[src/rtl/nor_cmd_pkg.sv]
package nor_cmd_pkg;
    typedef enum logic [3:0] {
        ST_READ, ST_U1, ST_U2, ST_PGM, ST_ES, ST_EU1, ST_EU2,
        ST_BYP, ST_BPGM, ST_BEXIT
    } seq_state_t;

    localparam logic [7:0]  CMD_KEY1      = 8'hAA;
    localparam logic [7:0]  CMD_KEY2      = 8'h55;
    localparam logic [7:0]  CMD_PROGRAM   = 8'hA0;
    localparam logic [7:0]  CMD_ERS_SETUP = 8'h80;
    localparam logic [7:0]  CMD_ERS_SECT  = 8'h30;
    localparam logic [7:0]  CMD_SUSPEND   = 8'hB0;
    localparam logic [7:0]  CMD_RESUME    = 8'h30;
    localparam logic [7:0]  CMD_BYP_ENTER = 8'h20;
    localparam logic [7:0]  CMD_BYP_LEAVE = 8'h90;
    localparam logic [7:0]  CMD_BYP_DONE  = 8'h00;
    localparam int          KEY_AW        = 11;
    localparam logic [10:0] KEY_ADR1      = 11'h555;
    localparam logic [10:0] KEY_ADR2      = 11'h2AA;
endpackage

[src/rtl/nor_seq_fsm.sv]
module nor_seq_fsm
    import nor_cmd_pkg::*;
#(
    parameter int ADDR_W = 11
) (
    input  logic              clk,
    input  logic              rst_n,
    input  logic              wr,
    input  logic              busy,
    input  logic [ADDR_W-1:0] addr,
    input  logic [7:0]        data,
    output logic              start_pgm,
    output logic              start_ers,
    output logic              sus_req,
    output logic              rsm_req
);
    seq_state_t state, nxt;
    logic go, key1_hit, key2_hit, at_cmd_adr;

    assign go         = wr && !busy;
    assign at_cmd_adr = (addr[KEY_AW-1:0] == KEY_ADR1);
    assign key1_hit   = at_cmd_adr && (data == CMD_KEY1);
    assign key2_hit   = (addr[KEY_AW-1:0] == KEY_ADR2) && (data == CMD_KEY2);

    always_ff @(posedge clk or negedge rst_n) begin
        if (!rst_n) state <= ST_READ;
        else        state <= nxt;
    end

    always_comb begin
        nxt = state;
        if (go) begin
            unique case (state)
                ST_READ:  nxt = key1_hit ? ST_U1 : ST_READ;
                ST_U1:    nxt = key2_hit ? ST_U2 : ST_READ;
                ST_U2: begin
                    if (at_cmd_adr && data == CMD_PROGRAM)        nxt = ST_PGM;
                    else if (at_cmd_adr && data == CMD_ERS_SETUP) nxt = ST_ES;
                    else if (at_cmd_adr && data == CMD_BYP_ENTER) nxt = ST_BYP;
                    else                                          nxt = ST_READ;
                end
                ST_PGM:   nxt = ST_READ;
                ST_ES:    nxt = key1_hit ? ST_EU1 : ST_READ;
                ST_EU1:   nxt = key2_hit ? ST_EU2 : ST_READ;
                ST_EU2:   nxt = ST_READ;
                ST_BYP: begin
                    if (data == CMD_PROGRAM)        nxt = ST_BPGM;
                    else if (data == CMD_BYP_LEAVE) nxt = ST_BEXIT;
                    else                            nxt = ST_BYP;
                end
                ST_BPGM:  nxt = ST_BYP;
                ST_BEXIT: nxt = (data == CMD_BYP_DONE) ? ST_READ : ST_BYP;
                default:  nxt = ST_READ;
            endcase
        end
    end

    always_comb begin
        start_pgm = go && (state == ST_PGM || state == ST_BPGM);
        start_ers = go && (state == ST_EU2) && (data == CMD_ERS_SECT);
        rsm_req   = go && (state == ST_READ || state == ST_BYP) && (data == CMD_RESUME);
        sus_req   = wr && busy && (data == CMD_SUSPEND);
    end

    // the command step is only reached through the unlock pair
    p_key_order_r1: assert property (@(posedge clk) disable iff (!rst_n)
        state == ST_U2 |-> ($past(state) == ST_U1 || $past(state) == ST_U2));

    // the two-write program is only reachable from bypass idle
    p_bypass_entry_r2: assert property (@(posedge clk) disable iff (!rst_n)
        state == ST_BPGM |-> ($past(state) == ST_BYP || $past(state) == ST_BPGM));
endmodule

[src/rtl/nor_cell_array.sv]
module nor_cell_array #(
    parameter int ARR_AW = 6,
    parameter int SEC_W  = 2
) (
    input  logic              clk,
    input  logic              rst_n,
    input  logic              pgm_en,
    input  logic [ARR_AW-1:0] pgm_idx,
    input  logic [7:0]        pgm_data,
    input  logic              ers_en,
    input  logic [SEC_W-1:0]  ers_sec,
    input  logic [ARR_AW-1:0] rd_idx,
    output logic [7:0]        rd_data
);
    localparam int DEPTH = 1 << ARR_AW;
    localparam int SHIFT = ARR_AW - SEC_W;

    logic [7:0] mem [DEPTH];

    always_ff @(posedge clk or negedge rst_n) begin
        if (!rst_n) begin
            for (int i = 0; i < DEPTH; i++) mem[i] <= 8'hFF;
        end else begin
            for (int i = 0; i < DEPTH; i++) begin
                if (ers_en && SEC_W'(i >> SHIFT) == ers_sec) mem[i] <= 8'hFF;
                else if (pgm_en && ARR_AW'(i) == pgm_idx) mem[i] <= mem[i] & pgm_data;
            end
        end
    end

    assign rd_data = mem[rd_idx];
endmodule

[src/rtl/nor_op_engine.sv]
module nor_op_engine #(
    parameter int ARR_AW  = 6,
    parameter int SECTORS = 4,
    parameter int PGM_CYC = 8,
    parameter int ERS_CYC = 40
) (
    input  logic                         clk,
    input  logic                         rst_n,
    input  logic                         start_pgm,
    input  logic                         start_ers,
    input  logic                         sus_req,
    input  logic                         rsm_req,
    input  logic                         rd_strobe,
    input  logic [ARR_AW-1:0]            addr_idx,
    input  logic [7:0]                   wdata,
    input  logic [SECTORS-1:0]           prot,
    output logic                         busy,
    output logic [7:0]                   status,
    output logic                         mem_pgm_en,
    output logic [ARR_AW-1:0]            mem_pgm_idx,
    output logic [7:0]                   mem_pgm_data,
    output logic                         mem_ers_en,
    output logic [$clog2(SECTORS)-1:0]   mem_ers_sec
);
    localparam int SEC_W = $clog2(SECTORS);
    localparam int PC_W  = $clog2(PGM_CYC + 1);
    localparam int EC_W  = $clog2(ERS_CYC + 1);

    logic              pg_busy;
    logic [PC_W-1:0]   pg_cnt;
    logic [ARR_AW-1:0] pg_idx;
    logic [7:0]        pg_data;
    logic              er_pend, er_susp;
    logic [EC_W-1:0]   er_cnt;
    logic [SEC_W-1:0]  er_sec;
    logic              tog;
    logic [SEC_W-1:0]  tgt_sec, pg_sec;
    logic              pgm_ok, ers_ok, er_run;

    assign tgt_sec = addr_idx[ARR_AW-1 -: SEC_W];
    assign pg_sec  = pg_idx[ARR_AW-1 -: SEC_W];
    assign er_run  = er_pend && !er_susp;
    assign pgm_ok  = start_pgm && !prot[tgt_sec] && !(er_pend && tgt_sec == er_sec);
    assign ers_ok  = start_ers && !prot[tgt_sec] && !er_pend;
    assign busy    = pg_busy || er_run;

    always_ff @(posedge clk or negedge rst_n) begin
        if (!rst_n) begin
            pg_busy <= 1'b0;
            pg_cnt  <= '0;
            pg_idx  <= '0;
            pg_data <= '0;
        end else if (pgm_ok) begin
            pg_busy <= 1'b1;
            pg_cnt  <= PC_W'(PGM_CYC - 1);
            pg_idx  <= addr_idx;
            pg_data <= wdata;
        end else if (pg_busy) begin
            if (pg_cnt == '0) pg_busy <= 1'b0;
            else              pg_cnt  <= pg_cnt - 1'b1;
        end
    end

    always_ff @(posedge clk or negedge rst_n) begin
        if (!rst_n) begin
            er_pend <= 1'b0;
            er_susp <= 1'b0;
            er_cnt  <= '0;
            er_sec  <= '0;
        end else if (ers_ok) begin
            er_pend <= 1'b1;
            er_susp <= 1'b0;
            er_cnt  <= EC_W'(ERS_CYC - 1);
            er_sec  <= tgt_sec;
        end else if (er_run) begin
            if (sus_req)           er_susp <= 1'b1;
            else if (er_cnt == '0) er_pend <= 1'b0;
            else                   er_cnt  <= er_cnt - 1'b1;
        end else if (er_pend && rsm_req && !pg_busy) begin
            er_susp <= 1'b0;
        end
    end

    always_ff @(posedge clk or negedge rst_n) begin
        if (!rst_n)                 tog <= 1'b0;
        else if (rd_strobe && busy) tog <= ~tog;
    end

    always_comb begin
        mem_pgm_en   = pg_busy && (pg_cnt == '0);
        mem_pgm_idx  = pg_idx;
        mem_pgm_data = pg_data;
        mem_ers_en   = er_run && !sus_req && (er_cnt == '0);
        mem_ers_sec  = er_sec;
        status       = {pg_busy ? ~pg_data[7] : 1'b0, tog, 6'b0};
    end

    // no program launch into a protected sector
    p_prot_pgm_r5: assert property (@(posedge clk) disable iff (!rst_n)
        $rose(pg_busy) |-> !prot[pg_sec]);

    // a program during suspend never targets the suspended sector
    p_susp_sector_r7: assert property (@(posedge clk) disable iff (!rst_n)
        (er_pend && er_susp && pg_busy) |-> (pg_sec != er_sec));

    // a program and a running erase never overlap
    p_single_op_r8: assert property (@(posedge clk) disable iff (!rst_n)
        !(pg_busy && er_run));
endmodule

[src/rtl/nor_cmd_ctrl.sv]
module nor_cmd_ctrl #(
    parameter int ADDR_W  = 11,
    parameter int ARR_AW  = 6,
    parameter int SECTORS = 4,
    parameter int PGM_CYC = 8,
    parameter int ERS_CYC = 40
) (
    input  logic               clk,
    input  logic               rst_n,
    input  logic               cs_n,
    input  logic               we_n,
    input  logic               oe_n,
    input  logic               pwr_low,
    input  logic [ADDR_W-1:0]  addr,
    input  logic [7:0]         wdata,
    input  logic [SECTORS-1:0] prot,
    output logic [7:0]         rdata,
    output logic               busy
);
    localparam int SEC_W = $clog2(SECTORS);

    logic              wr, rd;
    logic              start_pgm, start_ers, sus_req, rsm_req;
    logic [7:0]        status, arr_data;
    logic              m_pgm_en, m_ers_en;
    logic [ARR_AW-1:0] m_pgm_idx;
    logic [7:0]        m_pgm_data;
    logic [SEC_W-1:0]  m_ers_sec;

    assign wr = !cs_n && !we_n && !pwr_low;
    assign rd = !cs_n && !oe_n;

    nor_seq_fsm #(.ADDR_W(ADDR_W)) u_fsm (
        .clk(clk), .rst_n(rst_n), .wr(wr), .busy(busy),
        .addr(addr), .data(wdata),
        .start_pgm(start_pgm), .start_ers(start_ers),
        .sus_req(sus_req), .rsm_req(rsm_req)
    );

    nor_op_engine #(
        .ARR_AW(ARR_AW), .SECTORS(SECTORS),
        .PGM_CYC(PGM_CYC), .ERS_CYC(ERS_CYC)
    ) u_eng (
        .clk(clk), .rst_n(rst_n),
        .start_pgm(start_pgm), .start_ers(start_ers),
        .sus_req(sus_req), .rsm_req(rsm_req), .rd_strobe(rd),
        .addr_idx(addr[ARR_AW-1:0]), .wdata(wdata), .prot(prot),
        .busy(busy), .status(status),
        .mem_pgm_en(m_pgm_en), .mem_pgm_idx(m_pgm_idx), .mem_pgm_data(m_pgm_data),
        .mem_ers_en(m_ers_en), .mem_ers_sec(m_ers_sec)
    );

    nor_cell_array #(.ARR_AW(ARR_AW), .SEC_W(SEC_W)) u_arr (
        .clk(clk), .rst_n(rst_n),
        .pgm_en(m_pgm_en), .pgm_idx(m_pgm_idx), .pgm_data(m_pgm_data),
        .ers_en(m_ers_en), .ers_sec(m_ers_sec),
        .rd_idx(addr[ARR_AW-1:0]), .rd_data(arr_data)
    );

    assign rdata = busy ? status : arr_data;

    // with the supply flag raised, no operation can begin
    p_lowsupply_r6: assert property (@(posedge clk) disable iff (!rst_n)
        pwr_low |=> !$rose(busy));
endmodule

[config.mk]
export PLATFORM = sky130hd
export DESIGN_NAME = nor_cmd_ctrl
export DESIGN_NICKNAME = d
export VERILOG_FILES = /design/src/rtl/nor_cmd_pkg.sv /design/src/rtl/nor_seq_fsm.sv /design/src/rtl/nor_cell_array.sv /design/src/rtl/nor_op_engine.sv /design/src/rtl/nor_cmd_ctrl.sv
export SDC_FILE = /design/constraint.sdc
export NUM_CORES = 1
export LEC_CHECK = 0
export CORE_ASPECT_RATIO = 1.75
export CORE_MARGIN = 4
export CORE_UTILIZATION = 30
export CTS_CLUSTER_SIZE = 10
export DETAILED_ROUTE_END_ITERATION = 7
export PLACE_DENSITY_LB_ADDON = 0.08
export SLEW_MARGIN = 20
export SYNTH_ARGS = -nofsm -noshare
export SYNTH_HDL_FRONTEND = slang
export SYNTH_HIERARCHICAL = 1
export SYNTH_SLANG_ARGS = --single-unit
[constraint.sdc]
create_clock -name clk -period 3.1 [get_ports clk]
set_input_delay 0.62 -clock clk [delete_from_list [all_inputs] [get_ports clk]]
set_output_delay 0.62 -clock clk [all_outputs]
set_load 0.1 [all_outputs]
==> impl_metrics.json, run 1 <==
{
  "ys_warn_count": 6,
  "post_drt_via_cell_ratio": 5.28,
  "fin_crit_ns": 3.47,
  "design.portCount": 38,
  "finalCritPeriodShare": 1.12,
  "synth_ff_type": "dfstp_2",
  "yosysTopAreaCell": "dfstp_2",
  "ys_seq_area_frac": 0.568,
  "route.detailed.drc": 0,
  "antennaDiodeCount": 0,
  "core_mm2": 0.0832,
  "start_util": 0.303,
  "die_w_um": 227,
  "rrSetupSlack_ns": 0.29,
  "setup_ws_ns": -0.366,
  "grtUsageTotal": 0.197,
  "grt_start_max_net_pins": 72,
  "dp_hpwl_um": 59900,
  "async_reset_ff_frac": 1.00,
  "drtPass1Iterations": 5,
  "ctsHoldBuffers": 0,
  "cts.sinks": 546,
  "setup_tns_ns": -2.45,
  "gp_congestion": 0.862,
  "rsz0062_at_grt": "true",
  "worstSetupPathType": "in -> out",
  "setup_viol": 8,
  "synth.most_common_cell": "nand2_1",
  "finalHoldViolCount": 0,
  "clock_latency_ns": 0.64,
  "ys_types": 60,
  "cp-end-kind": "output pin",
  "first_iter_violations": 1122,
  "fmax_ghz": 0.289,
  "cts_tree": "built",
  "nets": 2456,
  "clockRootBuffer": "clkbuf_16",
  "grt_antenna_before_repair": 0,
  "violations": "setup timing",
  "clk_pin_slew_ns": 0.06,
  "syn_avg_cell_area_um2": 11.1,
  "worst_slew_pin_slew_ns": 0.953,
  "cap_violations": 0,
  "maxSlewViolCount": 0,
  "crit_fanout": 6,
  "htreeDepth": 2,
  "grt_pass1_wl_um": 131000,
  "ys_ff_latch": 546,
  "yosys-top-cells-area": "dfstp_2 (53%), mux4_2 (12%), nand2_1 (9.0%), o21ai_1 (6.3%), o21ai_0 (4.3%)",
  "p_leak_nw": 11.2,
  "drive_gt1_frac": 0.427,
  "synth_edf_count": 0,
  "max-slew-margin-rel": 0.364,
  "whs_ns": 0.0386,
  "skew_ns": 0.0211,
  "numCtsBuffers": 61,
  "p_per_area_mw_per_mm2": 482,
  "vias": 18500,
  "ir_drop_uv": 399,
  "clockBufferDepth": 3,
  "worst_r2r_path_depth": 6,
  "syn-cell-area_mm2": 0.0252,
  "grt_pass1_vias": 19600,
  "die_height_um": 391,
  "cp_data_arrival_time_ns": 2.85,
  "dieArea_mm2": 0.0889,
  "wl_per_cell_um": 25.1,
  "worstPathRequired_ns": 2.48,
  "status": "complete, but fails checks",
  "synth_top_area_share": 0.534,
  "wirelength_um": 87800,
  "crit_path_start_kind": "input pin",
  "hold_path_class": "in -> async",
  "r2r-end": "u_arr/mem[127]$_DFFE_PN1P_",
  "grt_overflow_total": 0,
  "stdcell_area_mm2": 0.0305,
  "final_antenna_net_count": 0,
  "postSynthCellCount": 2280,
  "place_area_mm2": 0.0281,
  "rows": 140,
  "rr_startpoint": "u_eng/er_cnt[2]$_DFFE_PN0P_",
  "synth.top_cells.by_count": "nand2_1 (605), dfstp_2 (512), o21ai_1 (316), o21ai_0 (214), mux4_2 (133)",
  "syn2layout_area_growth_pct": 21.2,
  "port_buffers": 37
}
-- worst max path at each step --
| stage | from | cells after the start | endpoint |
|---|---|---|---|
| 4_1_cts | u_arr/mem[229]$_DFFE_PN1P_ | 7 | rdata[5] |
| 3_3_place_gp | wdata[3] | 11 | u_eng/er_cnt[4]$_DFFE_PN0P_ |
| 6_report | addr[0] | 11 | rdata[6] |
| 3_5_place_dp | wdata[3] | 12 | u_eng/mem_ers_sec[0]$_DFFE_PN0P_ |
| 5_1_grt | u_arr/mem[229]$_DFFE_PN1P_ | 7 | rdata[5] |
| 2_1_floorplan | addr[0] | 9 | rdata[5] |
-- what timing repair did --
action,in CTS,in global routing
gates cloned,2,2
endpoints found under the setup margin,17,11
endpoints found under the hold margin,0,0
buffers inserted,13,7
gates resized for setup,66,27
pin swaps,5,16
-- power by group --
| group | internal (W) | switching [W] |
|---|---|---|
| sequential | 0.00722 | 0.0000543 |
| clock | 0.00364 | 0.00287 |
| combinational | 0.000392 | 0.000563 |
-- through the flow --
step	utilization	power [W]	setup WS, ns	cells
after floorplan	-	0.00773	0.00673	2285
after global placement	0.338	0.00825	-0.990	3403
after detailed placement	0.338	0.00825	-0.952	3403
after CTS	0.364	0.0150	-0.407	3494
after global routing	0.367	0.0153	-0.401	3503
final	0.367	0.0147	-0.366	3503
-- layout make-up --
class	instances	area, um2
Sequential cell	546	14300
Multi-Input combinational cell	1554	10500
Clock inverter	2	17.5
Timing Repair Buffer	253	2750
Inverter	8	30.0
Clock buffer	75	1640
Fill cell	8194	52700
Tap cell	1065	1330
-- worst max-delay path, stage by stage --
cell     delay, ns
buf_16        0.12
buf_16        0.14
buf_4         0.13
buf_4         0.13
mux4_2        0.53
o21ai_0       0.20
a21oi_1       0.09
o21ai_2       0.24
o31ai_1       0.11
mux2_4        0.32
buf_12        0.18
-- layer usage --
layer,vias to the layer above,wire [um],global-route usage,part of all wire
met1,9609,34300,0.235,0.39
met4,0,4110,0.0839,0.047
met3,150,3440,0.0260,0.039
met2,482,45900,0.352,0.52
li1,8259,-,-,-
met5,-,0,0,0
-- logic make-up after synthesis --
kind of cell,after synthesis,synth area share
compound gates,610,0.128
mux,192,0.145
other cells,1,0.000149
simple gates,733,0.120
xor+xnor,10,0.00348
buf+inv,185,0.0346
fa+ha+maj,3,0.00149
flops,546,0.568
-- cell usage in the layout, fill, tap and decap left out, types with 17 or more instances in the layout --
master	instances
nand2_1	604
dfstp_2	512
o21ai_1	309
o21ai_0	213
buf_4	167
mux4_2	133
clkbuf_16	65
buf_12	48
nor2_1	33
dfrtp_1	26
mux2i_1	25
clkdlybuf4s50_1	22
mux2_2	18
a21oi_1	17
-- flip-flops by register name, summed over array words and instances, names as in the netlist --
register and cells:
u_eng/er_pend 1, u_eng/pg_cnt 4, u_eng/mem_pgm_data 8, u_arr/mem 512
u_eng/mem_pgm_idx 6, u_eng/tog 1, u_eng/mem_ers_sec 2, u_eng/er_cnt 6
u_eng/er_susp 1, u_fsm/state 4, u_eng/pg_busy 1
(Power assumes the default switching activity.)
==> run 2, diff against run 1 <==
--- a/config.mk
+++ b/config.mk
@@ -10,6 +10,7 @@
 export CORE_UTILIZATION = 30
 export CTS_CLUSTER_SIZE = 10
 export DETAILED_ROUTE_END_ITERATION = 7
+export DONT_BUFFER_PORTS = 1
 export PLACE_DENSITY_LB_ADDON = 0.08
 export SLEW_MARGIN = 20
 export SYNTH_ARGS = -nofsm -noshare
==> run 2 against run 1 <==
  * The run ends with slew limit, setup timing left
  * Maximum frequency is 3.4% higher
  * Global-route usage is 0.96 points lower
  * Critical path depth is 3 lower
  * First-iteration DRC count is 21% higher
  * Largest power group unchanged
  * Highest routed layer unchanged
==> impl_metrics.json, run 2 (synthesized netlist as in run 1, its figures left out) <==
{
  "gp_congestion": 0.788,
  "rows": 140,
  "swShare": 0.222,
  "internal-power_w": 0.0109,
  "largest_register_ffs": 512,
  "worstSetupStartpoint": "u_arr/mem[321]$_DFFE_PN1P_",
  "use_met1": 0.231,
  "regMostFlops": "u_arr/mem",
  "grt_pass1_wl_um": 125000,
  "crit_path_start_kind": "flip-flop",
  "fin_crit_ns": 3.35,
  "hold_path_class": "in -> async",
  "port_buffers": 0,
  "grt_pass1_vias": 18900,
  "final_util": 0.343,
  "drive_gt1_frac": 0.389,
  "cp-end-kind": "output pin",
  "cap_violations": 0,
  "violations": "slew limit, setup timing",
  "dieArea_mm2": 0.0889,
  "wl_per_cell_um": 24.9,
  "rr_startpoint": "u_eng/er_pend$_DFFE_PN0P_",
  "crit_path_cell_trace": "mux4_2, o21ai_0, buf_4, a21oi_1, o21ai_4, o31ai_4, mux2_4, buf_12",
  "die_height_um": 391,
  "worst_slew_pin_slew_ns": 2.51,
  "fmax_ghz": 0.298,
  "post_drt_via_cell_ratio": 5.35,
  "dp_hpwl_um": 49900,
  "busiest_layer": "met2",
  "final_cell_mix": "nand2_1 (605), dfstp_2 (512), o21ai_1 (310), o21ai_0 (214), mux4_2 (133)",
  "crit_fanout": 2,
  "grtUsageMet2": 0.337,
  "clk_pin_slew_ns": 0.06,
  "route.detailed.drc": 0,
  "seqPwrFrac": 0.516,
  "core_mm2": 0.0832,
  "start_util": 0.303,
  "nets": 2304,
  "drtPass1Iterations": 7,
  "final_common_cell": "nand2_1",
  "die_w_um": 227,
  "wirelength_um": 83600,
  "slowest_stage": "mux4_2",
  "setup_ws_ns": -0.252,
  "clock_latency_ns": 0.63,
  "clockRootBuffer": "clkbuf_16",
  "p_per_area_mw_per_mm2": 492,
  "first_iter_violations": 1359,
  "finalCritPeriodShare": 1.08,
  "htreeDepth": 2,
  "cts_tree": "built",
  "p_leak_nw": 10.2,
  "vias": 17900,
  "final_antenna_net_count": 0,
  "maxSlewViolCount": 275,
  "clockPowerShare": 0.453,
  "ir_drop_uv": 424,
  "worstPathRequired_ns": 2.48,
  "critPathTopFamily": "multiplexers",
  "clockBufferDepth": 3,
  "numCtsBuffers": 60,
  "skew_ns": 0.0186,
  "comb_power_share": 0.031,
  "critical_path.max_stage_delay_ns": 0.45,
  "grtUsageTotal": 0.187,
  "rsz0062_at_grt": "true",
  "setup_tns_ns": -1.65,
  "antennaDiodeCount": 0,
  "power_w": 0.0140,
  "grt_antenna_before_repair": 0,
  "max-slew-margin-rel": -0.676,
  "cts.sinks": 546,
  "whs_ns": 0.0938,
  "finalHoldViolCount": 0,
  "status": "complete, but fails checks",
  "met3_usage": 0.0218,
  "grt_start_max_net_pins": 547,
  "cts_setup_buffers": 0,
  "worst-path-buf-inv": 2,
  "syn2layout_area_growth_pct": 13.3,
  "design.portCount": 38,
  "p_sw_w": 0.00313,
  "cp_data_arrival_time_ns": 2.73,
  "grt_overflow_total": 0,
  "setup_viol": 8,
  "worstSetupPathType": "reg -> out"
}
## run 2: worst register-to-register path: stages, from the launching register on
cell and delay (ns):
dfrtp_1 0.38, inv_1 0.16, o21bai_4 0.09, nand2b_1 0.17, or4b_2 0.66, nor4_1 0.25
inv_1 0.14, or3_1 0.43, buf_4 0.19, nand2_1 0.07, o31ai_1 0.07
## run 2: worst paths after layout
kind | endpoint | slack, ns | cells after the start
worst max-delay path | rdata[1] | -0.25 | 8
worst min-delay path | u_fsm/state[0]$_DFFE_PN0P_ | 0.09 | 1
worst max register to register | u_eng/mem_ers_sec[0]$_DFFE_PN0P_ | 0.38 | 10
worst min register to register | u_arr/mem[215]$_DFFE_PN1P_ | 0.48 | 2
max in group asynchronous | u_arr/mem[396]$_DFFE_PN1P_ | 1.97 | 0
min in group clk | u_eng/mem_ers_sec[0]$_DFFE_PN0P_ | 0.13 | 2
## run 2: per-layer routing
layer	share of wire	wire, um	up-vias
li1	-	-	7947
met1	0.40	33800	9468
met2	0.53	44100	404
met3	0.033	2780	107
met4	0.034	2810	0
met5	0	0	-
## run 2: cell type report
type / instances / area [um2]
Tap cell: 1065 / 1330
Fill cell: 8244 / 54600
Inverter: 8 / 30.0
Clock buffer: 76 / 1580
Clock inverter: 2 / 17.5
Sequential cell: 546 / 14300
Timing Repair Buffer: 102 / 936
Multi-Input combinational cell: 1554 / 10300
## run 2: repair_timing
| action | 4_1_cts | 5_1_grt |
|---|---|---|
| gates resized for setup | 41 | 12 |
| endpoints found under the setup margin | 8 | 8 |
| endpoints found under the hold margin | 144 | 69 |
| gates cloned | 0 | 0 |
| pin swaps | 15 | 8 |
## run 2: through the flow
| step | setup slack [ns] | std cells | instance area [um2] |
|---|---|---|---|
| final | -0.252 | 3353 | 28600 |
| after global routing | -0.328 | 3353 | 28600 |
| after CTS | -0.343 | 3350 | 28400 |
| after detailed placement | -0.243 | 3276 | 26700 |
| after global placement | -0.290 | 3276 | 26700 |
| after floorplan | 0.00673 | 2285 | 25200 |
## run 2: power groups by stage
| stage | sequential (W) | clock (W) | combinational [W] |
|---|---|---|---|
| after CTS | 0.00725 | 0.00666 | 0.000405 |
| after global routing | 0.00725 | 0.00691 | 0.000460 |
| final | 0.00725 | 0.00636 | 0.000435 |
| after global placement | 0.00735 | 0 | 0.000385 |
| after floorplan | 0.00733 | 0 | 0.000400 |
| after detailed placement | 0.00735 | 0 | 0.000387 |
